===== config.mk =====
export PLATFORM = sky130hd
export DESIGN_NAME = rstkey_led
export DESIGN_NICKNAME = d
export VERILOG_FILES = /design/src/rtl/rstkey_pkg.sv /design/src/rtl/rstkey_dp.sv /design/src/rtl/rstkey_ctl.sv /design/src/rtl/rstkey_led.sv
export SDC_FILE = /design/constraint.sdc
export NUM_CORES = 1
export LEC_CHECK = 0
export ABC_AREA = 1
export BUFFER_PORTS_ARGS = -buffer_cell sky130_fd_sc_hd__buf_2
export CAP_MARGIN = 20
export CORE_UTILIZATION = 40
export DETAILED_ROUTE_END_ITERATION = 8
export HOLD_SLACK_MARGIN = 0.12
export SYNTH_ARGS = -nofsm -noshare
export SYNTH_HDL_FRONTEND = slang
export SYNTH_HIERARCHICAL = 1
export SYNTH_SLANG_ARGS = --single-unit

===== constraint.sdc =====
create_clock -name clk -period 1.8 [get_ports clk]
set_clock_uncertainty 0.15 [all_clocks]
set_input_delay 0.18 -clock clk [delete_from_list [all_inputs] [get_ports clk]]
set_output_delay 0.18 -clock clk [all_outputs]
set_load 0.01 [all_outputs]

===== src/rtl/rstkey_pkg.sv =====
package rstkey_pkg;

  typedef enum logic [1:0] {
    ST_IDLE = 2'd0,
    ST_REC  = 2'd1,
    ST_PLAY = 2'd2,
    ST_WIPE = 2'd3
  } opState_t;

  // strobes from control to datapath
  typedef struct packed {
    logic holdClr;
    logic holdInc;
    logic flashRun;
  } ctlStrobe_t;

endpackage


===== src/rtl/rstkey_dp.sv =====
module rstkey_dp
  import rstkey_pkg::*;
#(
  parameter int HOLD_CLKS  = 768000,
  parameter int FLASH_CLKS = 96000
) (
  input  logic       clk,
  input  logic       rstN,
  input  ctlStrobe_t stb,
  output logic       holdHit,
  output logic       flashPh
);

  localparam int HW = $clog2(HOLD_CLKS + 1);
  localparam int FW = (FLASH_CLKS > 1) ? $clog2(FLASH_CLKS) : 1;

  logic [HW-1:0] holdCnt;
  logic [FW-1:0] flashCnt;

  // press-length counter
  always_ff @(posedge clk or negedge rstN) begin
    if (!rstN)            holdCnt <= '0;
    else if (stb.holdClr) holdCnt <= '0;
    else if (stb.holdInc) holdCnt <= holdCnt + 1'b1;
  end

  assign holdHit = (holdCnt == HW'(HOLD_CLKS - 1));

  // blink phase counter, phase 1 = lamp on
  always_ff @(posedge clk or negedge rstN) begin
    if (!rstN) begin
      flashCnt <= '0;
      flashPh  <= 1'b1;
    end else if (!stb.flashRun) begin
      flashCnt <= '0;
      flashPh  <= 1'b1;
    end else if (flashCnt == FW'(FLASH_CLKS - 1)) begin
      flashCnt <= '0;
      flashPh  <= ~flashPh;
    end else begin
      flashCnt <= flashCnt + 1'b1;
    end
  end

  AST_HOLD_RANGE: assert property (@(posedge clk) disable iff (!rstN)
    holdCnt <= HW'(HOLD_CLKS)) else $error("hold count overran");

  AST_FLASH_RESTART: assert property (@(posedge clk) disable iff (!rstN)
    !$past(stb.flashRun) |-> flashPh) else $error("blink phase not restarted");

endmodule


===== src/rtl/rstkey_ctl.sv =====
module rstkey_ctl
  import rstkey_pkg::*;
(
  input  logic       clk,
  input  logic       rstN,
  input  logic       keyN,
  input  opState_t   st,
  input  logic       audioLoud,
  input  logic       holdHit,
  input  logic       flashPh,
  output ctlStrobe_t stb,
  output logic       playClr,
  output logic       sysClr,
  output logic       ledOe
);

  logic keyDown;
  logic keyHeld;
  logic longDone;
  logic hitNow;

  assign keyDown = ~keyN;
  assign hitNow  = keyDown & ~longDone & holdHit;

  always_comb begin
    stb.holdClr  = ~keyDown;
    stb.holdInc  = keyDown & ~longDone;
    stb.flashRun = (st == ST_WIPE);
  end

  always_ff @(posedge clk or negedge rstN) begin
    if (!rstN) begin
      keyHeld  <= 1'b0;
      longDone <= 1'b0;
      sysClr   <= 1'b0;
      playClr  <= 1'b0;
    end else begin
      keyHeld  <= keyDown;
      longDone <= keyDown & (longDone | hitNow);
      sysClr   <= hitNow;
      playClr  <= ~keyDown & keyHeld & ~longDone;
    end
  end

  always_comb begin
    unique case (st)
      ST_IDLE: ledOe = 1'b0;
      ST_REC:  ledOe = 1'b1;
      ST_PLAY: ledOe = audioLoud;
      ST_WIPE: ledOe = flashPh;
      default: ledOe = 1'b0;
    endcase
  end

  AST_SYS_ONCE: assert property (@(posedge clk) disable iff (!rstN)
    sysClr |=> !sysClr) else $error("wipe pulse repeated");

  AST_SYS_HELD: assert property (@(posedge clk) disable iff (!rstN)
    sysClr |-> !$past(keyN)) else $error("wipe without held key");

  AST_PLAY_ON_RELEASE: assert property (@(posedge clk) disable iff (!rstN)
    playClr |-> $past(keyN)) else $error("rewind without release");

  AST_PLAY_ONCE: assert property (@(posedge clk) disable iff (!rstN)
    playClr |=> !playClr) else $error("rewind pulse repeated");

  AST_NO_LONG_REWIND: assert property (@(posedge clk) disable iff (!rstN)
    (longDone && keyN) |=> !playClr) else $error("rewind after wipe");

  AST_EXCLUSIVE: assert property (@(posedge clk) disable iff (!rstN)
    !(playClr && sysClr)) else $error("both pulses");

  AST_IDLE_DARK: assert property (@(posedge clk) disable iff (!rstN)
    (st == ST_IDLE) |-> !ledOe) else $error("lamp lit when idle");

  AST_REC_LIT: assert property (@(posedge clk) disable iff (!rstN)
    (st == ST_REC) |-> ledOe) else $error("lamp dark while recording");

endmodule


===== src/rtl/rstkey_led.sv =====
module rstkey_led
  import rstkey_pkg::*;
#(
  parameter int CLK_HZ   = 384000,
  parameter int HOLD_SEC = 2
) (
  input  logic       clk,
  input  logic       rstN,
  input  logic       keyN,
  input  logic [1:0] opState,
  input  logic       audioLoud,
  output logic       playClr,
  output logic       sysClr,
  output logic       ledOe
);

  localparam int HOLD_CLKS  = HOLD_SEC * CLK_HZ;
  localparam int FLASH_CLKS = (CLK_HZ / 4 > 0) ? CLK_HZ / 4 : 1;

  initial begin
    AST_HOLD_SEC: assert (HOLD_SEC == 2 || HOLD_SEC == 4)
      else $error("HOLD_SEC must be 2 or 4");
  end

  opState_t   st;
  ctlStrobe_t stb;
  logic       holdHit;
  logic       flashPh;

  assign st = opState_t'(opState);

  rstkey_ctl u_ctl (
    .clk       (clk),
    .rstN      (rstN),
    .keyN      (keyN),
    .st        (st),
    .audioLoud (audioLoud),
    .holdHit   (holdHit),
    .flashPh   (flashPh),
    .stb       (stb),
    .playClr   (playClr),
    .sysClr    (sysClr),
    .ledOe     (ledOe)
  );

  rstkey_dp #(
    .HOLD_CLKS  (HOLD_CLKS),
    .FLASH_CLKS (FLASH_CLKS)
  ) u_dp (
    .clk     (clk),
    .rstN    (rstN),
    .stb     (stb),
    .holdHit (holdHit),
    .flashPh (flashPh)
  );

endmodule


==> impl_metrics.toml, run 1 <==
[detailed_routing]
wl_per_cell_um = 11.6
firstDrtPassIters = 4
avgViaCountPerCell = 4.71
drt_iter0_drc = 94
vias = 1899
ant_nets = 0
drcViolationCount = 0
drt-total-wl_mm = 4.68

[synth]
ys_types = 29
yosys_warnings = 6
synthCells = 308
ys_ff_latch = 42
seq_area_frac_synth = 0.454
synth_area_um2 = 2320
synth_top_cells_by_area = "dfrtp_1, nand2_1, nor2_1"
avgSynthCellArea_um2 = 7.52
synth_top_area_share = 0.443
yosysTopAreaCell = "dfrtp_1"
syn_nets = 316

[job]
maxCapViolCount = 0

[clocking]
clkTransAtPathRegs_ns = 0.08
cts_buffers = 5
ctsHtreeMaxLevel = 2
cts_tree = "yes"
worstSkewPairLatency_ns = 0.29
root_buffer = "clkbuf_8"
clockBufferDepth = 2
cts_sinks = 42

[critical_path]
worst_setup_path_end_kind = "register"
path_class = "register to register"
cp.arrival_ns = 1.69
startpoint_type = "register"
ff2ff_path_depth = 6
cp.required_ns = 1.87
worst-path-max-fanout = 4
r2r_setup_slack_ns = 0.18

[sta]
worstMarginPinSlew_ns = 0.471
slew_violations = 0
rsz0062_at_grt = "no"
fin_setup_tns_ns = 0
setup_viol = 0
finalCritPeriodShare = 0.897
max_clock_freq_ghz = 0.619
period_needed_ns = 1.62
hold_viol = 0
maxSlewHeadroom = 0.686

[worst_hold_path]
min_path_type = "primary input to register"
holdPathStages = 4

[run_status]
status = "finished, final reports clean"

[power]
p_int_mw = 1.40
p_comb_frac = 0.059
p_switching_mw = 0.407
p_leak_nw = 1.18
ir_drop_uv = 247
p_clk_frac = 0.407
switching_share = 0.225
power.share.sequential = 0.533
powerDensity_nw_per_um2 = 688

[place]
io_buffers = 8
routabilityCongestion = 0.851
dp.cells = 390
hpwl_mm = 3.45

[global_route]
grt_max_degree = 20
grt_usage = 0.177
antenna_found_initial = 0
overflow = 0
grt_pass1_wl_mm = 8.47
grt_pass1_vias = 1822

[die]
start_util = 0.418
fp.dieW_um = 78.1
rows = 27
die-area_um2 = 6100
die_h_um = 78.1
core_area_um2 = 5540
io_pins = 9

[finish]
finalNonFillerCells = 403
final_common_cell = "nand2_1"
area_delta_synth_final_pct = 13.6
drive_gt1_frac = 0.163
final_cell_mix = "nand2_1, nor2_1, dfrtp_1, inv_1, nand3_1"
nets = 338
n_antenna_cell = 0
-- cell families after synthesis --
kind of cell | Yosys count | share of synthesized area
AO/OA/AOI/OAI | 25 | 0.0600
adder cells (fa/ha/maj) | 2 | 0.0108
XOR/XNOR | 6 | 0.0227
AND/OR/NAND/NOR | 195 | 0.387
flip-flops | 42 | 0.454
buffers and inverters | 38 | 0.0654
-- power by group through the flow --
| stage | combinational [mW] | sequential (mW) | clock (mW) |
|---|---|---|---|
| finish | 0.107 | 0.965 | 0.737 |
| global route | 0.125 | 0.967 | 0.804 |
| CTS | 0.110 | 0.965 | 0.769 |
| detailed placement | 0.101 | 0.983 | 0 |
| global placement | 0.0991 | 0.983 | 0 |
| floorplan | 0.0520 | 0.982 | 0 |
-- worst paths after layout --
| check | start | to |
|---|---|---|
| max | u_dp/holdCnt[0] | u_ctl/sysClr |
| min | keyN | u_dp/holdCnt[0] |
| max reg2reg | u_dp/holdCnt[0] | u_ctl/sysClr |
| min reg2reg | u_dp/flashCnt[0] | u_dp/flashCnt[0] |
| max in group asynchronous | rstN | u_dp/holdCnt[5] |
| min in group asynchronous | rstN | u_dp/holdCnt[19] |
-- synthesized netlist by cell type --
master     count
nand2_1       77
a211oi_1       1
nor3b_1        1
nor2_1        61
nor3_1         3
nand3_2        3
nor2_2        11
and2_0         1
inv_1         32
nand2_2        5
a2bb2oi_1      1
nand4_1        2
nand3_1       22
dfstp_2        1
xnor2_1        1
nor3b_2        1
nor3_2         1
xor2_1         5
clkinv_4       1
clkbuf_1       1
ha_1           2
inv_2          3
and2_1         1
o21ai_0       10
nor2_4         6
dfrtp_1       41
buf_4          1
o21bai_1       3
a21oi_1       10
-- critical path, cell delays in order (launching register included) --
cell and delay (ns):
dfrtp_1 0.41, ha_1 0.19, nand2_1 0.11, nor2_2 0.13
nand2_2 0.12, nor3_2 0.24, nor3b_2 0.19
-- flip-flops by register name, indices dropped and copies added (netlist names) --
register,flops
u_ctl/longDone,1
u_dp/flashPh,1
u_ctl/sysClr,1
u_dp/holdCnt,20
u_dp/flashCnt,17
u_ctl/playClr,1
u_ctl/keyHeld,1
-- stage by stage --
step | utilization | setup slack [ns] | area, um^2 | total power [mW] | hold WS, ns
floorplan | - | 0.319 | 2320 | 1.03 | -0.266
global placement | 0.445 | 0.0919 | 2460 | 1.08 | 0.0112
detailed placement | 0.445 | 0.109 | 2460 | 1.08 | 0.0196
CTS | 0.474 | 0.0854 | 2620 | 1.84 | 0.132
global route | 0.475 | 0.0440 | 2630 | 1.90 | 0.148
finish | 0.475 | 0.185 | 2630 | 1.81 | 0.107
-- repair_timing --
item | CTS | global route
resized for setup | 0 | 2
hold buffers | 5 | 0
endpoints found under the setup margin | 0 | 4
setup buffers | 0 | 0
endpoints found under the hold margin | 35 | 0
-- metal layers --
layer	global-route usage	wire length (um)	vias up
met5	0	0	-
met4	0.0574	61	0
met3	0.0360	144	7
met2	0.264	2010	29
met1	0.255	2460	857
li1	-	-	1006
-- final cells by class --
class,count,area (um^2)
sequential,42,1050
tap,72,90.1
clock inverter,3,40.0
inverter,36,140
fill,561,2910
multi-input combinational,228,1120
timing repair buffer,17,120
clock buffer,5,68.8
(Power assumes the default switching activity.)
==> run 2: changes to the inputs <==
--- a/config.mk
+++ b/config.mk
@@ -11,6 +11,7 @@
 export CORE_UTILIZATION = 40
 export DETAILED_ROUTE_END_ITERATION = 8
 export HOLD_SLACK_MARGIN = 0.12
+export PLACE_DENSITY = 0.56
 export SYNTH_ARGS = -nofsm -noshare
 export SYNTH_HDL_FRONTEND = slang
 export SYNTH_HIERARCHICAL = 1
==> run 2 against run 1 <==
Combinational power is essentially flat. Critical path depth fell by 1. Via count shrank 0.53%. Sequential power is essentially flat. Worst setup slack worse by 0.12 ns. Clock-buffer cell count is 1 higher. Die area did not move. Final cell count is the same. Register-to-register slack got worse by 0.10 ns. Sequential cell count did not move. Critical path type is now primary input to register.
==> impl_metrics.toml, run 2 (synthesis results as in run 1) <==
[run_status]
status = "finished, final reports clean"

[clocking]
cts_tree = "yes"
worstSkewPairLatency_ns = 0.29
cts_sinks = 42
ctsHtreeMaxLevel = 2
cts_buffers = 5
clockBufferDepth = 2
clkTransAtPathRegs_ns = 0.08
root_buffer = "clkbuf_8"

[worst_hold_path]
min_path_type = "primary input to register"

[die]
core_area_um2 = 5540
die_h_um = 78.1
rows = 27
die-area_um2 = 6100
fp.dieW_um = 78.1
start_util = 0.418
io_pins = 9

[power]
p_clk_frac = 0.407
power.share.sequential = 0.534
power.total_mw = 1.81
switching_share = 0.221
p_leak_nw = 1.18
p_comb_frac = 0.059
powerDensity_nw_per_um2 = 685
p_int_mw = 1.41
p_switching_mw = 0.400
ir_drop_uv = 453

[critical_path]
path_class = "primary input to register"
critPathBufInv = 4
slowest_delay_ns = 0.62
cp.required_ns = 1.86
cp.arrival_ns = 1.80
cp_slowest_cell = "dlygate4sd3_1"
worst-path-max-fanout = 6
cpMostUsedCell = "dlygate4sd3_1"
startpoint_type = "primary input"
path_delay_family = "buffers and inverters"
cp_cell_sequence = "buf_2, dlygate4sd3_1, buf_4, dlygate4sd3_1, nor3b_2"
worst_setup_path_end_kind = "register"

[detailed_routing]
wl_per_cell_um = 11.3
avgViaCountPerCell = 4.69
drcViolationCount = 0
vias = 1889
firstDrtPassIters = 4
drt_iter0_drc = 88
drt-total-wl_mm = 4.56
ant_nets = 0

[global_route]
grt_max_degree = 43
grt_pass1_vias = 1757
grt_usage = 0.168
overflow = 0
grt_pass1_wl_mm = 8.02
antenna_found_initial = 0

[job]
maxCapViolCount = 0

[place]
routabilityCongestion = 0.868
hpwl_mm = 3.29
pre_cts_slack_ns = 0.105
place_area_um2 = 2460
io_buffers = 8
dp.cells = 389

[finish]
largest_reg_flops = 20
area_delta_synth_final_pct = 13.9
largest_register = "u_dp/holdCnt"
reg_top3 = "u_dp/holdCnt: 20 flops, u_dp/flashCnt: 17 flops"
fin_util = 0.476
fin_area_um2 = 2640
final_common_cell = "nand2_1"
final_cell_mix = "nand2_1, nor2_1, dfrtp_1, inv_1, nand3_1"
fillers = 547
finalNonFillerCells = 403
n_antenna_cell = 0
drive_gt1_frac = 0.154
nets = 338

[sta]
fin_setup_tns_ns = 0
period_needed_ns = 1.74
worstMarginPinSlew_ns = 0.516
maxSlewHeadroom = 0.656
slew_violations = 0
max_clock_freq_ghz = 0.576
setup_viol = 0
finalCritPeriodShare = 0.964
postLayoutSetupSlackWorst_ns = 0.0645
whs_ns = 0.257
hold_viol = 0
==> run 2: what timing repair did <==
item                                    in CTS  in global routing
endpoints found under the hold margin       47                  0
setup buffers                                0                  0
endpoints found under the setup margin       0                  2
resized for setup                            0                  3
hold buffers                                 6                  0
==> run 2: power groups by stage <==
stage / registers (mW) / clock network (mW) / logic, mW
after floorplan: 0.982 / 0 / 0.0520
after global placement: 0.983 / 0 / 0.0979
after detailed placement: 0.983 / 0 / 0.0977
after CTS: 0.964 / 0.765 / 0.108
after global routing: 0.966 / 0.798 / 0.123
final: 0.964 / 0.736 / 0.107
==> run 2: area by class of cell <==
class / count / area (um^2) / share of cell area
multi-input combinational: 228 / 1120 / 0.426
clock inverter: 2 / 37.5 / 0.0142
inverter: 36 / 140 / 0.0531
timing repair buffer: 17 / 123 / 0.0465
tap: 72 / 90.1 / 0.0341
sequential: 42 / 1050 / 0.399
clock buffer: 6 / 72.6 / 0.0275
==> run 2: worst paths after layout <==
path | endpoint | cells after the start | from | slack (ns)
max in group asynchronous | u_dp/flashPh | 3 | rstN | 0.81
hold reg to reg | u_dp/flashCnt[0] | 1 | u_dp/flashCnt[0] | 0.31
setup / recovery | u_ctl/sysClr | 5 | keyN | 0.06
setup reg to reg | u_dp/holdCnt[0] | 4 | u_ctl/longDone | 0.08
min in group asynchronous | u_ctl/playClr | 3 | rstN | 0.33
hold / removal | u_dp/flashCnt[11] | 5 | opState[0] | 0.26
==> run 2: layer usage <==
layer / vias to the layer above / GRT usage / part of all wire
li1: 1008 / - / -
met1: 851 / 0.258 / 0.55
met2: 25 / 0.239 / 0.41
met3: 5 / 0.0314 / 0.035
met4: 0 / 0.0500 / 0.011
met5: - / 0 / 0
==> run 2: tightest hold or removal path: stages <==
cell     delay (ns)
buf_2          0.10
nand2_1        0.05
inv_1          0.05
inv_1          0.15
nor2_1         0.13
